==> config.mk <==
export PLATFORM = sky130hd
export DESIGN_NAME = pt_walker
export DESIGN_NICKNAME = d
export VERILOG_FILES = /design/src/rtl/pt_walker_pkg.sv /design/src/rtl/pt_walker_ctrl.sv /design/src/rtl/pt_walker_dp.sv /design/src/rtl/pt_walker.sv
export SDC_FILE = /design/constraint.sdc
export NUM_CORES = 1
export LEC_CHECK = 0
export ABC_CLOCK_PERIOD_IN_PS = 3450
export BUFFER_PORTS_ARGS = -buffer_cell sky130_fd_sc_hd__buf_2
export CAP_MARGIN = 20
export CORE_UTILIZATION = 45
export CTS_BUF_LIST = sky130_fd_sc_hd__clkbuf_8 sky130_fd_sc_hd__clkbuf_16
export DETAILED_ROUTE_END_ITERATION = 7
export HOLD_SLACK_MARGIN = 0.02
export PLACE_DENSITY = 0.81
export SLEW_MARGIN = 0
export SYNTH_ARGS = -nofsm -noshare
export SYNTH_HDL_FRONTEND = slang
export SYNTH_SLANG_ARGS = --single-unit
==> constraint.sdc <==
create_clock -name clk -period 3.45 [get_ports clk]
set_input_delay 0.1725 -clock clk [delete_from_list [all_inputs] [get_ports clk]]
set_output_delay 0.1725 -clock clk [all_outputs]
set_load 0.02 [all_outputs]
==> src/rtl/pt_walker_pkg.sv <==
package pt_walker_pkg;
  typedef enum logic [2:0] {
    IDLE, READ_L1, WAIT_L1, READ_L2, WAIT_L2, DONE
  } walkState_e;

  typedef enum logic [1:0] {
    ST_OK = 2'd0, ST_FAULT_L1 = 2'd1, ST_FAULT_L2 = 2'd2
  } walkStatus_e;

  typedef struct packed {
    logic capReq;
    logic memRd;
    logic selL2;
    logic capL1;
    logic capFault1;
    logic capLeaf;
    logic rspOut;
  } walkCtrl_t;
endpackage

==> src/rtl/pt_walker_ctrl.sv <==
module pt_walker_ctrl
  import pt_walker_pkg::*;
(
  input  logic      clk,
  input  logic      rst,
  input  logic      reqValid,
  input  logic      memRspValid,
  input  logic      entryValid,
  output logic      reqReady,
  output walkCtrl_t strobes
);
  walkState_e state, stateNext;

  always_ff @(posedge clk) begin
    if (rst) state <= IDLE;
    else     state <= stateNext;
  end

  always_comb begin
    stateNext = state;
    strobes   = '0;
    reqReady  = 1'b0;
    case (state)
      IDLE: begin
        reqReady = 1'b1;
        if (reqValid) begin
          strobes.capReq = 1'b1;
          stateNext = READ_L1;
        end
      end
      READ_L1: begin
        strobes.memRd = 1'b1;
        stateNext = WAIT_L1;
      end
      WAIT_L1: begin
        if (memRspValid) begin
          if (entryValid) begin
            strobes.capL1 = 1'b1;
            stateNext = READ_L2;
          end else begin
            strobes.capFault1 = 1'b1;
            stateNext = DONE;
          end
        end
      end
      READ_L2: begin
        strobes.memRd = 1'b1;
        strobes.selL2 = 1'b1;
        stateNext = WAIT_L2;
      end
      WAIT_L2: begin
        if (memRspValid) begin
          strobes.capLeaf = 1'b1;
          stateNext = DONE;
        end
      end
      DONE: begin
        strobes.rspOut = 1'b1;
        stateNext = IDLE;
      end
      default: stateNext = IDLE;
    endcase
  end
endmodule

==> src/rtl/pt_walker_dp.sv <==
module pt_walker_dp
  import pt_walker_pkg::*;
#(
  parameter int L1_IDX_W = 4,
  parameter int L2_IDX_W = 4,
  parameter int ADDR_W   = 12,
  parameter int PPN_W    = 12,
  parameter int ENTRY_W  = 16,
  parameter int RIGHTS_W = 2,
  localparam int VPN_W   = L1_IDX_W + L2_IDX_W
) (
  input  logic                clk,
  input  logic                rst,
  input  walkCtrl_t           strobes,
  input  logic [VPN_W-1:0]    reqVpn,
  input  logic [ADDR_W-1:0]   ptBase,
  input  logic [ENTRY_W-1:0]  memRspData,
  output logic                entryValid,
  output logic [ADDR_W-1:0]   memReqAddr,
  output logic [1:0]          rspStatus,
  output logic [PPN_W-1:0]    rspPpn,
  output logic [RIGHTS_W-1:0] rspRights
);
  logic [VPN_W-1:0]    vpnQ;
  logic [ADDR_W-1:0]   baseQ;
  logic [ADDR_W-1:0]   ptrQ;
  logic [PPN_W-1:0]    ppnQ;
  logic [RIGHTS_W-1:0] rightsQ;
  walkStatus_e         statusQ;

  logic [PPN_W-1:0]    entryFrame;
  logic [RIGHTS_W-1:0] entryRights;
  logic [ADDR_W-1:0]   entryPtr;

  assign entryValid  = memRspData[0];
  assign entryRights = memRspData[RIGHTS_W:1];
  assign entryFrame  = memRspData[ENTRY_W-1 -: PPN_W];

  generate
    if (ADDR_W <= PPN_W) begin : g_ptrNarrow
      assign entryPtr = entryFrame[ADDR_W-1:0];
    end else begin : g_ptrWide
      assign entryPtr = ADDR_W'(entryFrame);
    end
  endgenerate

  always_ff @(posedge clk) begin
    if (rst) begin
      vpnQ    <= '0;
      baseQ   <= '0;
      ptrQ    <= '0;
      ppnQ    <= '0;
      rightsQ <= '0;
      statusQ <= ST_OK;
    end else begin
      if (strobes.capReq) begin
        vpnQ    <= reqVpn;
        baseQ   <= ptBase;
        ppnQ    <= '0;
        rightsQ <= '0;
        statusQ <= ST_OK;
      end
      if (strobes.capL1)     ptrQ <= entryPtr;
      if (strobes.capFault1) statusQ <= ST_FAULT_L1;
      if (strobes.capLeaf) begin
        if (entryValid) begin
          ppnQ    <= entryFrame;
          rightsQ <= entryRights;
        end else begin
          statusQ <= ST_FAULT_L2;
        end
      end
    end
  end

  logic [L1_IDX_W-1:0] idxL1;
  logic [L2_IDX_W-1:0] idxL2;
  assign idxL1 = vpnQ[VPN_W-1 -: L1_IDX_W];
  assign idxL2 = vpnQ[L2_IDX_W-1:0];

  assign memReqAddr = strobes.selL2 ? ptrQ + ADDR_W'(idxL2)
                                    : baseQ + ADDR_W'(idxL1);
  assign rspStatus  = statusQ;
  assign rspPpn     = ppnQ;
  assign rspRights  = rightsQ;
endmodule

==> src/rtl/pt_walker.sv <==
module pt_walker
  import pt_walker_pkg::*;
#(
  parameter int L1_IDX_W = 4,
  parameter int L2_IDX_W = 4,
  parameter int ADDR_W   = 12,
  parameter int PPN_W    = 12,
  parameter int ENTRY_W  = 16,
  parameter int RIGHTS_W = 2,
  localparam int VPN_W   = L1_IDX_W + L2_IDX_W
) (
  input  logic                clk,
  input  logic                rst,
  input  logic                reqValid,
  output logic                reqReady,
  input  logic [VPN_W-1:0]    reqVpn,
  input  logic [ADDR_W-1:0]   ptBase,
  output logic                memReqValid,
  output logic [ADDR_W-1:0]   memReqAddr,
  input  logic                memRspValid,
  input  logic [ENTRY_W-1:0]  memRspData,
  output logic                rspValid,
  output logic [1:0]          rspStatus,
  output logic [PPN_W-1:0]    rspPpn,
  output logic [RIGHTS_W-1:0] rspRights
);
  walkCtrl_t strobes;
  logic      entryValid;

  pt_walker_ctrl u_ctrl (
    .clk(clk), .rst(rst), .reqValid(reqValid), .memRspValid(memRspValid),
    .entryValid(entryValid), .reqReady(reqReady), .strobes(strobes)
  );

  pt_walker_dp #(
    .L1_IDX_W(L1_IDX_W), .L2_IDX_W(L2_IDX_W), .ADDR_W(ADDR_W),
    .PPN_W(PPN_W), .ENTRY_W(ENTRY_W), .RIGHTS_W(RIGHTS_W)
  ) u_dp (
    .clk(clk), .rst(rst), .strobes(strobes), .reqVpn(reqVpn), .ptBase(ptBase),
    .memRspData(memRspData), .entryValid(entryValid), .memReqAddr(memReqAddr),
    .rspStatus(rspStatus), .rspPpn(rspPpn), .rspRights(rspRights)
  );

  assign memReqValid = strobes.memRd;
  assign rspValid    = strobes.rspOut;
endmodule

Word-level counts from Yosys, hierarchy flattened
Cells that the tools add are included.
{"block": "word_totals", "regBits": 51, "inputBits": 40, "output_inout_bits": 31}
{"block": "op_classes", "addsub": 2, "eq_ne": 8, "mux": 28, "n_reduce_logical": 3}
{"cell": "$mux W12", "n": 4}
{"cell": "$add A12 B4 Y12", "n": 2}
{"cell": "$mux W2", "n": 9}
{"cell": "$pmux W3 S5", "n": 1}
{"cell": "$mux W3", "n": 4}
{"cell": "$mux W1", "n": 10}
{"cell": "$eq A3 B2 Y1 const B", "n": 2}
{"cell": "$eq A3 B3 Y1 const B", "n": 2}
{"cell": "$ne A2 B2 Y1 const B", "n": 3}
{"cell": "$eq A3 B1 Y1 const B", "n": 1}
{"cell": "$logic_not A3 Y1", "n": 1}
{"cell": "$reduce_and A3 Y1", "n": 1}
{"cell": "$reduce_or A2 Y1", "n": 1}

Longest topological paths before layout
{"block": "logic_depth", "ltp_word": 6, "mapped_depth": 8}

By module
Synthesis repeated with hierarchy kept, for this count alone.
{"block": "hier_totals", "cells_unflattened": 293, "hier_area_um2": 2586.2}
{"module": "pt_walker_dp", "n_inst": 1, "cells_each": 267, "area_each_um2": 2376.0}
{"module": "pt_walker_ctrl", "n_inst": 1, "cells_each": 26, "area_each_um2": 210.2}

Worst setup path before layout
No wires, ideal clock.
{"block": "synth_timing", "kind": "reg-to-output", "from": "register u_dp.ptrQ[0]", "to": "output port memReqAddr[8]", "arrival_ns": 1.851, "path_slack_ns": 1.426, "path_stages_with_launch": 9, "path_buffers": 0, "cell_sequence": "dfxtp_1 -> ha_1 -> inv_1 -> fa_1 -> nor2b_1 -> o21ai_0 -> a21boi_0 -> xnor2_1 -> mux2i_1"}
{"block": "synth_between", "elab_chain_cells": 2}
{"element": "from (decl)", "line_no": "pt_walker_dp.sv:26", "text": "logic [ADDR_W-1:0] ptrQ;"}
{"element": "from (signal assigned)", "line_no": "pt_walker_dp.sv:63", "text": "if (strobes.capL1) ptrQ <= entryPtr;"}
{"element": "$add A12 B4 Y12", "line_no": "pt_walker_dp.sv:81", "text": "assign memReqAddr = strobes.selL2 ? ptrQ + ADDR_W'(idxL2)"}
{"element": "$mux W12", "line_no": "pt_walker_dp.sv:81"}
{"element": "to (decl)", "line_no": "pt_walker.sv:19", "text": "output logic [ADDR_W-1:0] memReqAddr,"}
Every way passes these cells.

Worst setup path in the final report
Same ends and word-level chain as after synthesis.

==> results by group <==
STA
  • Tmin final: 2.57 ns
  • Max Slew Vio Count: 0
  • RSZ-0062 raised after global routing: no
  • Setup TNS: 0 ns
  • Max-slew headroom: 0.403
  • Tcrit/Tclk final: 0.744
  • Worst slew pin tran: 0.895 ns
  • Fmax: 389 MHz
  • Final hold slack: 0.0963 ns
  • Hold Vio Cnt, Final: 0
  • Final Skew: 0.00592 ns
  • Final setup fails: 0

Floorplan
  • Die X: 78.8 um
  • Rows: 27
  • Die Ht: 78.8 um
  • Initial Utilization: 0.474
  • Die area: 6210 um^2
  • I/O pin count: 71
  • Core area: 5610 um^2

Placed design
  • DP HPWL: 4240 um
  • GP Congestion: 0.802
  • Area after DPL: 2990 um^2
  • Port Buffer Count: 69

CTS
  • Clk_lat worst skew: 0.30 ns
  • CTS tree: built
  • Clock transition at path regs: 0.09 ns
  • Hold Buf Count CTS: 0
  • Total CTS buffers: 5
  • CTS sink cnt: 51
  • # Post-CTS Setup Buffers: 0
  • CTS Buffer Depth: 2
  • Clk root buf: clkbuf_8
  • Number of H-tree levels: 2
  • Post-CTS sizing: 0

Final layout
  • Filler cells: 557
  • N_diodes: 0
  • Finished Cell Area: 3100 um^2
  • Post-layout util: 0.552
  • Area grow syn2layout: 16.6%
  • Fraction of layout cells with a size suffix above 1: 0.260
  • Seq. cell area: 1020 um^2
  • Most frequent cells in the layout: buf_2 (69), dfxtp_1 (51), nand2_1 (49), nor2_1 (33), a21oi_1 (30)
  • Final #Nets: 414
  • Commonest non-fill, non-tap cell in the layout: buf_2
  • Multi-input gate area: 1500 um^2

Synthesis
  • Syn Area/Cell: 8.74 um^2
  • Synth top area share: 0.384
  • Mapped Cells: 304
  • Synthesized area: 2660 um^2
  • Flops & latches, synth: 51
  • Synth Area in Adders: 0.0528
  • Top FF cell, synth: dfxtp_1
  • Mux cell area share after synthesis: 0.0834
  • Post-synth cell types: 39
  • Synth Area in XOR/XNOR: 0.0626
  • Post-synth top area cell: dfxtp_1
  • Yosys warning count: 0
  • Syn_nets: 354
  • Complex-gate fraction of the synthesized area: 0.169
  • Number of flops mapped to enable cells by yosys: 0
  • Largest family of logic cells by synthesized area: simple AND/OR/NAND/NOR gates
  • Seq/Total Area, Yosys: 0.384
  • Synth area leaders: dfxtp_1 (38%), mux2i_1 (7.9%), nand2_1 (6.9%), a21oi_1 (5.7%), a22oi_2 (4.7%)
  • Ys async rst share: 0
  • Simple-gate portion of the synthesized area: 0.195

Drt
  • Initial DRC count: 89
  • Drt pass-1 iters: 4
  • Via/cell ratio: 5.13
  • Post-route ant nets: 0
  • Final wirelength: 5510 um
  • Routed len/inst: 12.6 um
  • DRC: 0
  • Vias: 2243

GRT
  • First-pass GRT wire length: 9090 um
  • Global route overflow: 0
  • Gr usage total: 0.184
  • Vias in the first global route: 2061
  • Largest net degree at the start of global routing: 52
  • Initial antenna violation count: 0

Worst hold path
  • Hold endpoint: u_dp.vpnQ[2]
  • Hold WC Path Type: in -> reg
  • Hold Path Origin: reqVpn[2]
  • Hold depth: 3

Run status
  • Status: finished, final reports clean

Power and ir drop
  • LEAKAGE: 1.31 nW
  • Cell area power density: 398 nW/um^2
  • Max rail drop VDD: 0.259 mV
  • Total power: 1.23 mW

Setup path
  • Crit path buf inv count: 2
  • CP Max Fanout: 4
  • Critical path arrival: 2.40 ns
  • Critical Path Source Type: register
  • Critical path class: reg -> out
  • Worst reg2reg path startpoint: u_ctrl.state[2]
  • Reg2reg setup slack: 1.34 ns
  • Reg2Reg Depth: 5
  • Crit-path slowest cell: fa_1
  • CP Data Required Time: 3.28 ns
  • Largest stage delay, worst path: 0.41 ns
  • Crit-path leading delay family: adder cells
  • Kind of end point of the critical path: output port
  • Worst R2R End: u_dp.rspPpn[0]
  • Cell chain of the critical path: ha_1 -> inv_1 -> fa_1 -> nor2b_1 -> o21ai_0 -> a21boi_0 -> xnor2_1 -> mux2i_1 -> buf_2

Flow run
  • # Max-Cap Violations: 0
## worst max-delay path by stage
| stage | startpoint | cells after the start | endpoint |
|---|---|---|---|
| CTS | u_dp.vpnQ[4] | 9 | memReqAddr[8] |
| global placement | u_dp.ptrQ[0] | 9 | memReqAddr[8] |
| detailed placement | u_dp.vpnQ[4] | 9 | memReqAddr[8] |
| global route | u_dp.ptrQ[0] | 9 | memReqAddr[8] |
| floorplan | u_dp.ptrQ[0] | 8 | memReqAddr[8] |
| finish | u_dp.ptrQ[0] | 9 | memReqAddr[8] |
## Yosys cell counts, types with 2 or more instances
master / instances
nand2_1: 49
xor2_1: 6
nor2b_1: 7
o21ai_0: 9
a22oi_2: 10
dfxtp_1: 51
a211oi_1: 3
buf_4: 5
nand3_1: 3
a21boi_0: 3
nor3b_1: 2
inv_1: 9
xnor2_1: 13
a22oi_1: 5
clkbuf_1: 8
ha_1: 8
nor2_1: 33
nor3_1: 5
buf_6: 3
fa_1: 2
a21o_1: 2
a21oi_1: 30
and4_1: 2
mux2i_1: 21
## sequential cells by signal, summed over array words and instances (netlist names)
name,count
u_dp.baseQ,12
u_dp.rspPpn,12
u_dp.vpnQ,8
u_dp.ptrQ,12
u_dp.rspStatus,2
u_dp.rspRights,2
u_ctrl.state,3
## per-stage QoR
stage,worst slack (ns),instances
global placement,1.33,429
detailed placement,1.24,429
global route,0.683,437
floorplan,1.43,304
CTS,0.880,437
finish,0.882,437
## routing by layer
| layer | vias up | part of all wire | GRT usage |
|---|---|---|---|
| li1 | 1152 | - | - |
| met1 | 1025 | 0.47 | 0.237 |
| met2 | 58 | 0.46 | 0.306 |
| met4 | 0 | 0.015 | 0.0600 |
| met3 | 8 | 0.055 | 0.0414 |
| met5 | - | 0 | 0 |
## power by group
group | switching [mW] | internal, mW
clock | 0.190 | 0.183
combinational | 0.135 | 0.0859
sequential | 0.0252 | 0.613
total | 0.351 | 0.882
## final cells by class
cell class,instances,area share
clock inverters,1,0.00242
repair buffers,70,0.114
multi-input cells,227,0.483
well taps,72,0.0291
clock buffers,7,0.0311
flip-flops and latches,51,0.330
inverters,9,0.0109
## kinds of logic after synthesis
| kind of cell | count (synthesis) |
|---|---|
| fa+ha+maj | 10 |
| compound gates | 66 |
| simple gates | 110 |
| buf+inv | 26 |
| flops | 51 |
| xor+xnor | 19 |
| mux | 22 |
## worst register-to-register path: stages (launching register included)
cell,delay [ns]
dfxtp_1,0.60
nor3_1,0.16
and2_2,0.36
nor2_2,0.67
a22oi_1,0.14
nor2_1,0.13
(Power assumes the default switching activity.)
